--- src/rtl/eep_pkg.sv ---
package eep_pkg;

    typedef enum logic [3:0] {
        ST_IDLE,
        ST_DEV,
        ST_DEV_ACK,
        ST_WADDR,
        ST_WADDR_ACK,
        ST_WDATA,
        ST_WDATA_ACK,
        ST_RDATA,
        ST_RACK,
        ST_HOLD
    } eep_state_e;

    function automatic int addr_bits(input int kbit);
        return 7 + $clog2(kbit);
    endfunction

    function automatic int page_bytes(input int kbit);
        return (kbit <= 2) ? 8 : 16;
    endfunction

endpackage

--- src/rtl/eep_bus_cond.sv ---
module eep_bus_cond (
    input  logic clk,
    input  logic rst_n,
    input  logic scl_i,
    input  logic sda_i,
    output logic scl_rise,
    output logic scl_fall,
    output logic start_det,
    output logic stop_det
);
    logic scl_q;
    logic sda_q;

    always_ff @(posedge clk or negedge rst_n) begin
        if (!rst_n) begin
            scl_q <= 1'b1;
            sda_q <= 1'b1;
        end else begin
            scl_q <= scl_i;
            sda_q <= sda_i;
        end
    end

    assign scl_rise  = scl_i & ~scl_q;
    assign scl_fall  = ~scl_i & scl_q;
    assign start_det = scl_i & scl_q & sda_q & ~sda_i;
    assign stop_det  = scl_i & scl_q & ~sda_q & sda_i;

endmodule

--- src/rtl/eep_page_store.sv ---
module eep_page_store #(
    parameter int ADDR_W       = 8,
    parameter int PAGE_BYTES   = 8,
    parameter int WRITE_CYCLES = 400
) (
    input  logic              clk,
    input  logic              rst_n,
    input  logic              wr_en,
    input  logic [ADDR_W-1:0] wr_addr,
    input  logic [7:0]        wr_data,
    input  logic              discard,
    input  logic              commit,
    input  logic [ADDR_W-1:0] rd_addr,
    output logic [7:0]        rd_data,
    output logic              busy
);
    localparam int OFF_W = $clog2(PAGE_BYTES);
    localparam int PG_W  = ADDR_W - OFF_W;
    localparam int DEPTH = 1 << ADDR_W;
    localparam int CNT_W = $clog2(WRITE_CYCLES + 1);

    logic [7:0]       mem_q  [DEPTH];
    logic [7:0]       slot_q [PAGE_BYTES];
    logic             vld_q  [PAGE_BYTES];
    logic [PG_W-1:0]  page_q;
    logic [CNT_W-1:0] tmr_q;
    logic             busy_q;
    logic             done;
    logic             wr_ok;
    logic             any_vld;

    assign done  = busy_q && (tmr_q == '0);
    assign wr_ok = wr_en && !busy_q;

    always_comb begin
        any_vld = 1'b0;
        for (int i = 0; i < PAGE_BYTES; i++) any_vld = any_vld | vld_q[i];
    end

    // one buffer slot per page offset
    for (genvar g = 0; g < PAGE_BYTES; g++) begin : g_slot
        always_ff @(posedge clk or negedge rst_n) begin
            if (!rst_n) begin
                slot_q[g] <= '0;
                vld_q[g]  <= 1'b0;
            end else if (done || discard) begin
                vld_q[g]  <= 1'b0;
            end else if (wr_ok && wr_addr[OFF_W-1:0] == OFF_W'(g)) begin
                slot_q[g] <= wr_data;
                vld_q[g]  <= 1'b1;
            end
        end
    end

    always_ff @(posedge clk or negedge rst_n) begin
        if (!rst_n) begin
            page_q <= '0;
            tmr_q  <= '0;
            busy_q <= 1'b0;
        end else begin
            if (wr_ok) page_q <= wr_addr[ADDR_W-1:OFF_W];
            if (!busy_q && commit && any_vld) begin
                busy_q <= 1'b1;
                tmr_q  <= CNT_W'(WRITE_CYCLES - 1);
            end else if (busy_q) begin
                if (tmr_q == '0) busy_q <= 1'b0;
                else             tmr_q  <= tmr_q - 1'b1;
            end
        end
    end

    always_ff @(posedge clk or negedge rst_n) begin
        if (!rst_n) begin
            for (int i = 0; i < DEPTH; i++) mem_q[i] <= '0;
        end else if (done) begin
            for (int i = 0; i < PAGE_BYTES; i++)
                if (vld_q[i]) mem_q[{page_q, OFF_W'(i)}] <= slot_q[i];
        end
    end

    assign rd_data = mem_q[rd_addr];
    assign busy    = busy_q;


    commit_idle_chk: assert property (@(posedge clk) disable iff (!rst_n)
        commit |-> !busy_q);


    page_fixed_chk: assert property (@(posedge clk) disable iff (!rst_n)
        (wr_ok && any_vld) |-> (wr_addr[ADDR_W-1:OFF_W] == page_q));

endmodule

--- src/rtl/eep_proto_fsm.sv ---
module eep_proto_fsm
    import eep_pkg::*;
#(
    parameter int ADDR_W     = 8,
    parameter int PAGE_BYTES = 8
) (
    input  logic              clk,
    input  logic              rst_n,
    input  logic              scl_i,
    input  logic              sda_i,
    input  logic              scl_rise,
    input  logic              scl_fall,
    input  logic              start_det,
    input  logic              stop_det,
    input  logic              busy,
    input  logic [2:0]        sel_pins,
    input  logic [7:0]        rd_data,
    output logic [ADDR_W-1:0] rd_addr,
    output logic              wr_en,
    output logic [ADDR_W-1:0] wr_addr,
    output logic [7:0]        wr_data,
    output logic              discard,
    output logic              commit,
    output logic              sda_pull
);
    localparam int OFF_W = $clog2(PAGE_BYTES);
    localparam int PB    = (ADDR_W > 8) ? ADDR_W - 8 : 0;

    eep_state_e        st_q, st_d;
    logic [3:0]        cnt_q;
    logic [7:0]        shreg_q;
    logic [ADDR_W-1:0] ptr_q;
    logic [2:0]        pg_q;
    logic              rw_q;
    logic              pull_q;
    logic              wrote_q;
    logic              hack_q;
    logic              byte_done;
    logic              sel_ok;
    logic              dev_ok;

    assign byte_done = scl_fall && (cnt_q == 4'd8);

    always_comb begin
        sel_ok = 1'b1;
        for (int i = 0; i < 3; i++)
            if (i >= PB && shreg_q[i+1] != sel_pins[i]) sel_ok = 1'b0;
    end
    assign dev_ok = (shreg_q[7:4] == 4'b1010) && sel_ok;

    // next-state logic
    always_comb begin
        st_d = st_q;
        if (busy)           st_d = ST_IDLE;
        else if (start_det) st_d = ST_DEV;
        else if (stop_det)  st_d = ST_IDLE;
        else begin
            unique case (st_q)
                ST_IDLE:      st_d = ST_IDLE;
                ST_DEV:       if (byte_done) st_d = dev_ok ? ST_DEV_ACK : ST_IDLE;
                ST_DEV_ACK:   if (scl_fall)  st_d = rw_q ? ST_RDATA : ST_WADDR;
                ST_WADDR:     if (byte_done) st_d = ST_WADDR_ACK;
                ST_WADDR_ACK: if (scl_fall)  st_d = ST_WDATA;
                ST_WDATA:     if (byte_done) st_d = ST_WDATA_ACK;
                ST_WDATA_ACK: if (scl_fall)  st_d = ST_WDATA;
                ST_RDATA:     if (byte_done) st_d = ST_RACK;
                ST_RACK:      if (scl_fall)  st_d = hack_q ? ST_RDATA : ST_HOLD;
                ST_HOLD:      st_d = ST_HOLD;
                default:      st_d = ST_IDLE;
            endcase
        end
    end

    // state register
    always_ff @(posedge clk or negedge rst_n) begin
        if (!rst_n) st_q <= ST_IDLE;
        else        st_q <= st_d;
    end

    // datapath and output register
    always_ff @(posedge clk or negedge rst_n) begin
        if (!rst_n) begin
            cnt_q   <= '0;
            shreg_q <= '0;
            ptr_q   <= '0;
            pg_q    <= '0;
            rw_q    <= 1'b0;
            pull_q  <= 1'b0;
            wrote_q <= 1'b0;
            hack_q  <= 1'b0;
        end else if (busy) begin
            cnt_q   <= '0;
            pull_q  <= 1'b0;
            wrote_q <= 1'b0;
        end else if (start_det || stop_det) begin
            cnt_q   <= '0;
            pull_q  <= 1'b0;
            wrote_q <= 1'b0;
        end else begin
            unique case (st_q)
                ST_DEV, ST_WADDR, ST_WDATA: begin
                    if (scl_rise) begin
                        shreg_q <= {shreg_q[6:0], sda_i};
                        cnt_q   <= cnt_q + 4'd1;
                    end
                    if (byte_done) begin
                        cnt_q <= '0;
                        if (st_q == ST_DEV) begin
                            if (dev_ok) begin
                                pull_q <= 1'b1;
                                rw_q   <= shreg_q[0];
                                pg_q   <= shreg_q[3:1];
                            end
                        end else if (st_q == ST_WADDR) begin
                            pull_q <= 1'b1;
                            ptr_q  <= ADDR_W'({pg_q, shreg_q});
                        end else begin
                            pull_q  <= 1'b1;
                            wrote_q <= 1'b1;
                            ptr_q   <= {ptr_q[ADDR_W-1:OFF_W], ptr_q[OFF_W-1:0] + OFF_W'(1)};
                        end
                    end
                end
                ST_DEV_ACK: begin
                    if (scl_fall) begin
                        cnt_q <= '0;
                        if (rw_q) begin
                            shreg_q <= rd_data;
                            pull_q  <= ~rd_data[7];
                            ptr_q   <= ptr_q + 1'b1;
                        end else begin
                            pull_q <= 1'b0;
                        end
                    end
                end
                ST_WADDR_ACK, ST_WDATA_ACK: begin
                    if (scl_fall) pull_q <= 1'b0;
                end
                ST_RDATA: begin
                    if (scl_rise) cnt_q <= cnt_q + 4'd1;
                    if (scl_fall) begin
                        if (cnt_q == 4'd8) begin
                            pull_q <= 1'b0;
                            cnt_q  <= '0;
                        end else begin
                            shreg_q <= {shreg_q[6:0], 1'b0};
                            pull_q  <= ~shreg_q[6];
                        end
                    end
                end
                ST_RACK: begin
                    if (scl_rise) hack_q <= ~sda_i;
                    if (scl_fall) begin
                        if (hack_q) begin
                            shreg_q <= rd_data;
                            pull_q  <= ~rd_data[7];
                            ptr_q   <= ptr_q + 1'b1;
                        end else begin
                            pull_q <= 1'b0;
                        end
                    end
                end
                default: pull_q <= 1'b0;
            endcase
        end
    end

    assign rd_addr  = ptr_q;
    assign wr_en    = (st_q == ST_WDATA) && byte_done && !busy;
    assign wr_addr  = ptr_q;
    assign wr_data  = shreg_q;
    assign discard  = start_det && !busy;
    assign commit   = stop_det && wrote_q && !busy;
    assign sda_pull = pull_q;


    start_restart_chk: assert property (@(posedge clk) disable iff (!rst_n)
        (start_det && !busy) |=> (st_q == ST_DEV));


    busy_silent_chk: assert property (@(posedge clk) disable iff (!rst_n)
        busy |-> !pull_q);


    pull_when_low_chk: assert property (@(posedge clk) disable iff (!rst_n)
        !$stable(pull_q) |-> !scl_i);

endmodule

--- src/rtl/eep_serial_slave.sv ---
module eep_serial_slave #(
    parameter int DENSITY_KBIT = 2,
    parameter int WRITE_CYCLES = 400
) (
    input  logic       clk,
    input  logic       rst_n,
    input  logic       scl_i,
    input  logic       sda_i,
    input  logic [2:0] sel_pins_i,
    output logic       sda_pull_o
);
    localparam int ADDR_W     = eep_pkg::addr_bits(DENSITY_KBIT);
    localparam int PAGE_BYTES = eep_pkg::page_bytes(DENSITY_KBIT);

    logic              scl_rise, scl_fall, start_det, stop_det;
    logic              busy, wr_en, discard, commit;
    logic [ADDR_W-1:0] rd_addr, wr_addr;
    logic [7:0]        rd_data, wr_data;

    eep_bus_cond u_cond (
        .clk       (clk),
        .rst_n     (rst_n),
        .scl_i     (scl_i),
        .sda_i     (sda_i),
        .scl_rise  (scl_rise),
        .scl_fall  (scl_fall),
        .start_det (start_det),
        .stop_det  (stop_det)
    );

    eep_proto_fsm #(
        .ADDR_W     (ADDR_W),
        .PAGE_BYTES (PAGE_BYTES)
    ) u_fsm (
        .clk       (clk),
        .rst_n     (rst_n),
        .scl_i     (scl_i),
        .sda_i     (sda_i),
        .scl_rise  (scl_rise),
        .scl_fall  (scl_fall),
        .start_det (start_det),
        .stop_det  (stop_det),
        .busy      (busy),
        .sel_pins  (sel_pins_i),
        .rd_data   (rd_data),
        .rd_addr   (rd_addr),
        .wr_en     (wr_en),
        .wr_addr   (wr_addr),
        .wr_data   (wr_data),
        .discard   (discard),
        .commit    (commit),
        .sda_pull  (sda_pull_o)
    );

    eep_page_store #(
        .ADDR_W       (ADDR_W),
        .PAGE_BYTES   (PAGE_BYTES),
        .WRITE_CYCLES (WRITE_CYCLES)
    ) u_store (
        .clk     (clk),
        .rst_n   (rst_n),
        .wr_en   (wr_en),
        .wr_addr (wr_addr),
        .wr_data (wr_data),
        .discard (discard),
        .commit  (commit),
        .rd_addr (rd_addr),
        .rd_data (rd_data),
        .busy    (busy)
    );

endmodule

--- config.mk ---
export PLATFORM = sky130hd
export DESIGN_NAME = eep_serial_slave
export DESIGN_NICKNAME = d
export VERILOG_FILES = /design/src/rtl/eep_pkg.sv /design/src/rtl/eep_bus_cond.sv /design/src/rtl/eep_page_store.sv /design/src/rtl/eep_proto_fsm.sv /design/src/rtl/eep_serial_slave.sv
export SDC_FILE = /design/constraint.sdc
export NUM_CORES = 2
export LEC_CHECK = 0
export ABC_CLOCK_PERIOD_IN_PS = 7500
export BUFFER_PORTS_ARGS = -buffer_cell sky130_fd_sc_hd__buf_2
export CORE_UTILIZATION = 40
export CTS_CLUSTER_SIZE = 16
export DETAILED_ROUTE_END_ITERATION = 10
export PLACE_DENSITY_LB_ADDON = 0.1
export SETUP_SLACK_MARGIN = 0.1
export SYNTH_ARGS = -nofsm -noshare
export SYNTH_HDL_FRONTEND = slang
export SYNTH_SLANG_ARGS = --single-unit
--- constraint.sdc ---
create_clock -name clk -period 7.5 [get_ports clk]
set_clock_uncertainty 0.05 [all_clocks]
set_input_delay 2.25 -clock clk [delete_from_list [all_inputs] [get_ports clk]]
set_output_delay 2.25 -clock clk [all_outputs]
set_load 0.05 [all_outputs]
==> summary.md <==
| Metric | Value |
|---|---|
| Outcome | finished clean |
| Worst min-delay path category | reg -> reg |
| Antenna Nets Post-Route | 0 |
| Post-Synthesis Cells | 6482 |
| Synth cell types | 75 |
| Residual DRC | 0 |
| Synth cell count leaders | dfrtp_1, mux2_2, mux4_2 |
| Warnings from Yosys | 0 |
| Switching part of the total | 21.8% |
| Initial Utilization | 40.2% |
| DR iter-0 viols | 7156 |
| Crit path time final | 4.72 ns |
| Post-synthesis sequential area ratio | 54.7% |
| Count leader, synth | dfrtp_1 |
| TritonRoute pass-1 iters | 6 |
| Final Hold Viols | 0 |
| Final Max Tran Viols | 0 |
| Fin area | 111000 sq um |
| CTS max path bufs | 3 |
| Share of cells above drive strength 1 | 52.4% |
| Worst vdd ir | 0.000239 V |
| Clock latency at the later pin of the worst-skew pair | 0.90 ns |
| Final setup viols | 0 |
| Largest net degree at the start of global routing | 176 |
| Area growth from synthesis to layout | 12.1% |
| Fillers | 21900 |
| Vias | 62900 |
| Die Width | 500 microns |
| Area of the mapped netlist | 99100 sq um |
| Combinational group share of total power | 1.1% |
| Startpoint Class | flip-flop |
| HPWL Detailed | 249000 microns |
| Cell count after placement | 9508 |
| GPL Wtd Cong | 0.952 |
| First-pass GRT wire length | 553000 microns |
| Hold buffer count at CTS | 0 |
| Root buf cell | clkbuf_16 |
| RSZ-0062 raised after global routing | false |
| CP Class | reg -> reg |
| Post-synth ARST share | 100% |
| Sequential Power Share | 48.4% |
| Largest area contributor in the netlist | dfrtp_1 |
| Worst-path clk slew | 0.07 ns |
| Number of H-tree levels | 4 |
| Area share of the leading cell type in the synthesized netlist | 54.6% |
| Initial antenna violation count | 65 |
| Clock share of power | 50.5% |
| GRT Util Overall | 32.3% |
| HP Start | u_store.mem_q[1675] |
| Register area | 54400 sq um |
| Core area | 246000 sq um |
| Fin cells | 9955 |
| Max_cap viols | 0 |
| Post-CTS sizing | 0 |
| Worst setup path start | u_fsm.rd_addr[4] |
| Total gr overflow | 0 |
| CTS Buf Count | 237 |
| PortBufs | 7 |
| Reg-to-Reg Start | u_fsm.rd_addr[4] |
| # IOs | 8 |
| Crit-path max FO | 26 |
| Number of global-route vias before repair | 62500 |
| DIE AREA | 250000 sq um |
| Clock sink total | 2165 |
| Pint | 18.9 mW |
| CP Capture Type | flip-flop |
| Post-synth EDFFs | 0 |
| Pwr/cell area | 217 nW/um^2 |
| Crit share post-route | 63.0% |
| Static Leak | 52.2 nW |
| Routed len/inst | 40.5 microns |
| Average cell area after synthesis | 15.3 sq um |
| Drt via density | 6.32 |
| Layout Nets | 6451 |
| Placed Instance Area | 103000 sq um |
| Setup tns final | 0 ns |
| Die Ht | 500 microns |
| CP Data Required Time | 8.16 ns |
| NetSw | 5.26 mW |
| DRT Wirelength | 403000 microns |
| CTS tree | yes |
| #FFs+latches synth | 2165 |
| Worst Path Arrival | 5.38 ns |
| Post-CTS Setup Repair Bufs | 0 |
| Hold Slack | 0.448 ns |
| FP Rows | 182 |
| Multi-input logic area | 42800 sq um |
| Least-Margin Pin Slew | 1.24 ns |
| Peak Freq | 212 MHz |
| Syn Nets | 6498 |
| Predominant post-synthesis flop cell | dfrtp_1 |
| Main area contributors after synthesis | dfrtp_1, mux2_2, mux4_2, mux2i_1, nand2_2 |
| Slew headroom | 17.3% |
[cell type report]
class | instances | area share, %
clock inverter | 70 | 0.841
sequential | 2165 | 49.0
timing repair buffer | 158 | 1.37
clock buffer | 367 | 6.47
multi-input combinational | 3857 | 38.5
tap | 3312 | 3.73
inverter | 16 | 0.0552
antenna | 10 | 0.0225
[logic make-up after synthesis]
group	Yosys count	synth area share, %
adder cells (fa/ha/maj)	9	0.114
AO/OA/AOI/OAI	376	2.62
XOR/XNOR	15	0.133
multiplexers	2735	36.5
AND/OR/NAND/NOR	722	3.78
buffers and inverters	460	2.18
flip-flops	2165	54.7
[layer usage]
| layer | track usage (%) | vias to the layer above | wire length, microns |
|---|---|---|---|
| li1 | - | 24200 | - |
| met1 | 48.6 | 35300 | 184000 |
| met2 | 46.0 | 2843 | 171000 |
| met3 | 7.15 | 578 | 34200 |
| met4 | 10.4 | 10 | 14000 |
| met5 | 0 | - | 47 |
[worst paths after layout]
check                                      end  slack (ns)  depth (start not counted)
max                           u_fsm.wr_data[7]        2.78                          8
min in group asynchronous  u_store.mem_q[1786]        1.30                          1
max in group asynchronous   u_store.mem_q[678]        4.28                          2
max reg2reg                   u_fsm.wr_data[7]        2.78                          8
min reg2reg                u_store.mem_q[1675]        0.45                          1
min                        u_store.mem_q[1675]        0.45                          1
[through the flow]
step           total power, mW  utilization, %  setup WS [ns]
4_1_cts                   24.3            45.1           2.99
2_1_floorplan             11.9               -           3.49
5_1_grt                   24.8            45.1           2.83
3_5_place_dp              12.2            41.8           2.61
6_report                  24.1            45.1           2.78
3_3_place_gp              12.2            41.8           2.54
[cell usage in the layout, fill, tap and decap left out, types with 64 or more instances in the layout]
cell type and n:
nand2_1 222, dfrtp_1 2085, mux2i_1 118, mux4_2 487, clkbuf_8 64, buf_4 124
nor2_1 68, mux2_2 2130, nand2_2 184, clkbuf_16 243
[power groups by stage]
| stage | combinational [mW] | clock [mW] | sequential [mW] |
|---|---|---|---|
| 6_report | 0.273 | 12.2 | 11.7 |
| 5_1_grt | 0.320 | 12.8 | 11.7 |
| 4_1_cts | 0.289 | 12.4 | 11.7 |
| 3_5_place_dp | 0.289 | 0 | 11.9 |
| 3_3_place_gp | 0.282 | 0 | 11.9 |
| 2_1_floorplan | 0.00391 | 0 | 11.9 |
[state kept, by name (all words and copies together), names as in the netlist, 4 cells and up]
| register | count |
|---|---|
| u_fsm.cnt_q | 4 |
| u_fsm.rd_addr | 8 |
| u_fsm.st_q | 4 |
| u_fsm.wr_data | 8 |
| u_store.mem_q | 2048 |
| u_store.page_q | 5 |
| u_store.slot_q | 64 |
| u_store.tmr_q | 9 |
| u_store.vld_q | 8 |
[worst max-delay path, stage by stage (launching register included)]
cell and delay [ns]:
dfrtp_2 0.69, inv_2 0.64, buf_4 0.72, mux2i_1 0.64, o22ai_1 0.15, nor3_1 0.90
a22oi_1 0.19, o311ai_1 0.35, o211ai_1 0.14
(Power assumes the default switching activity.)
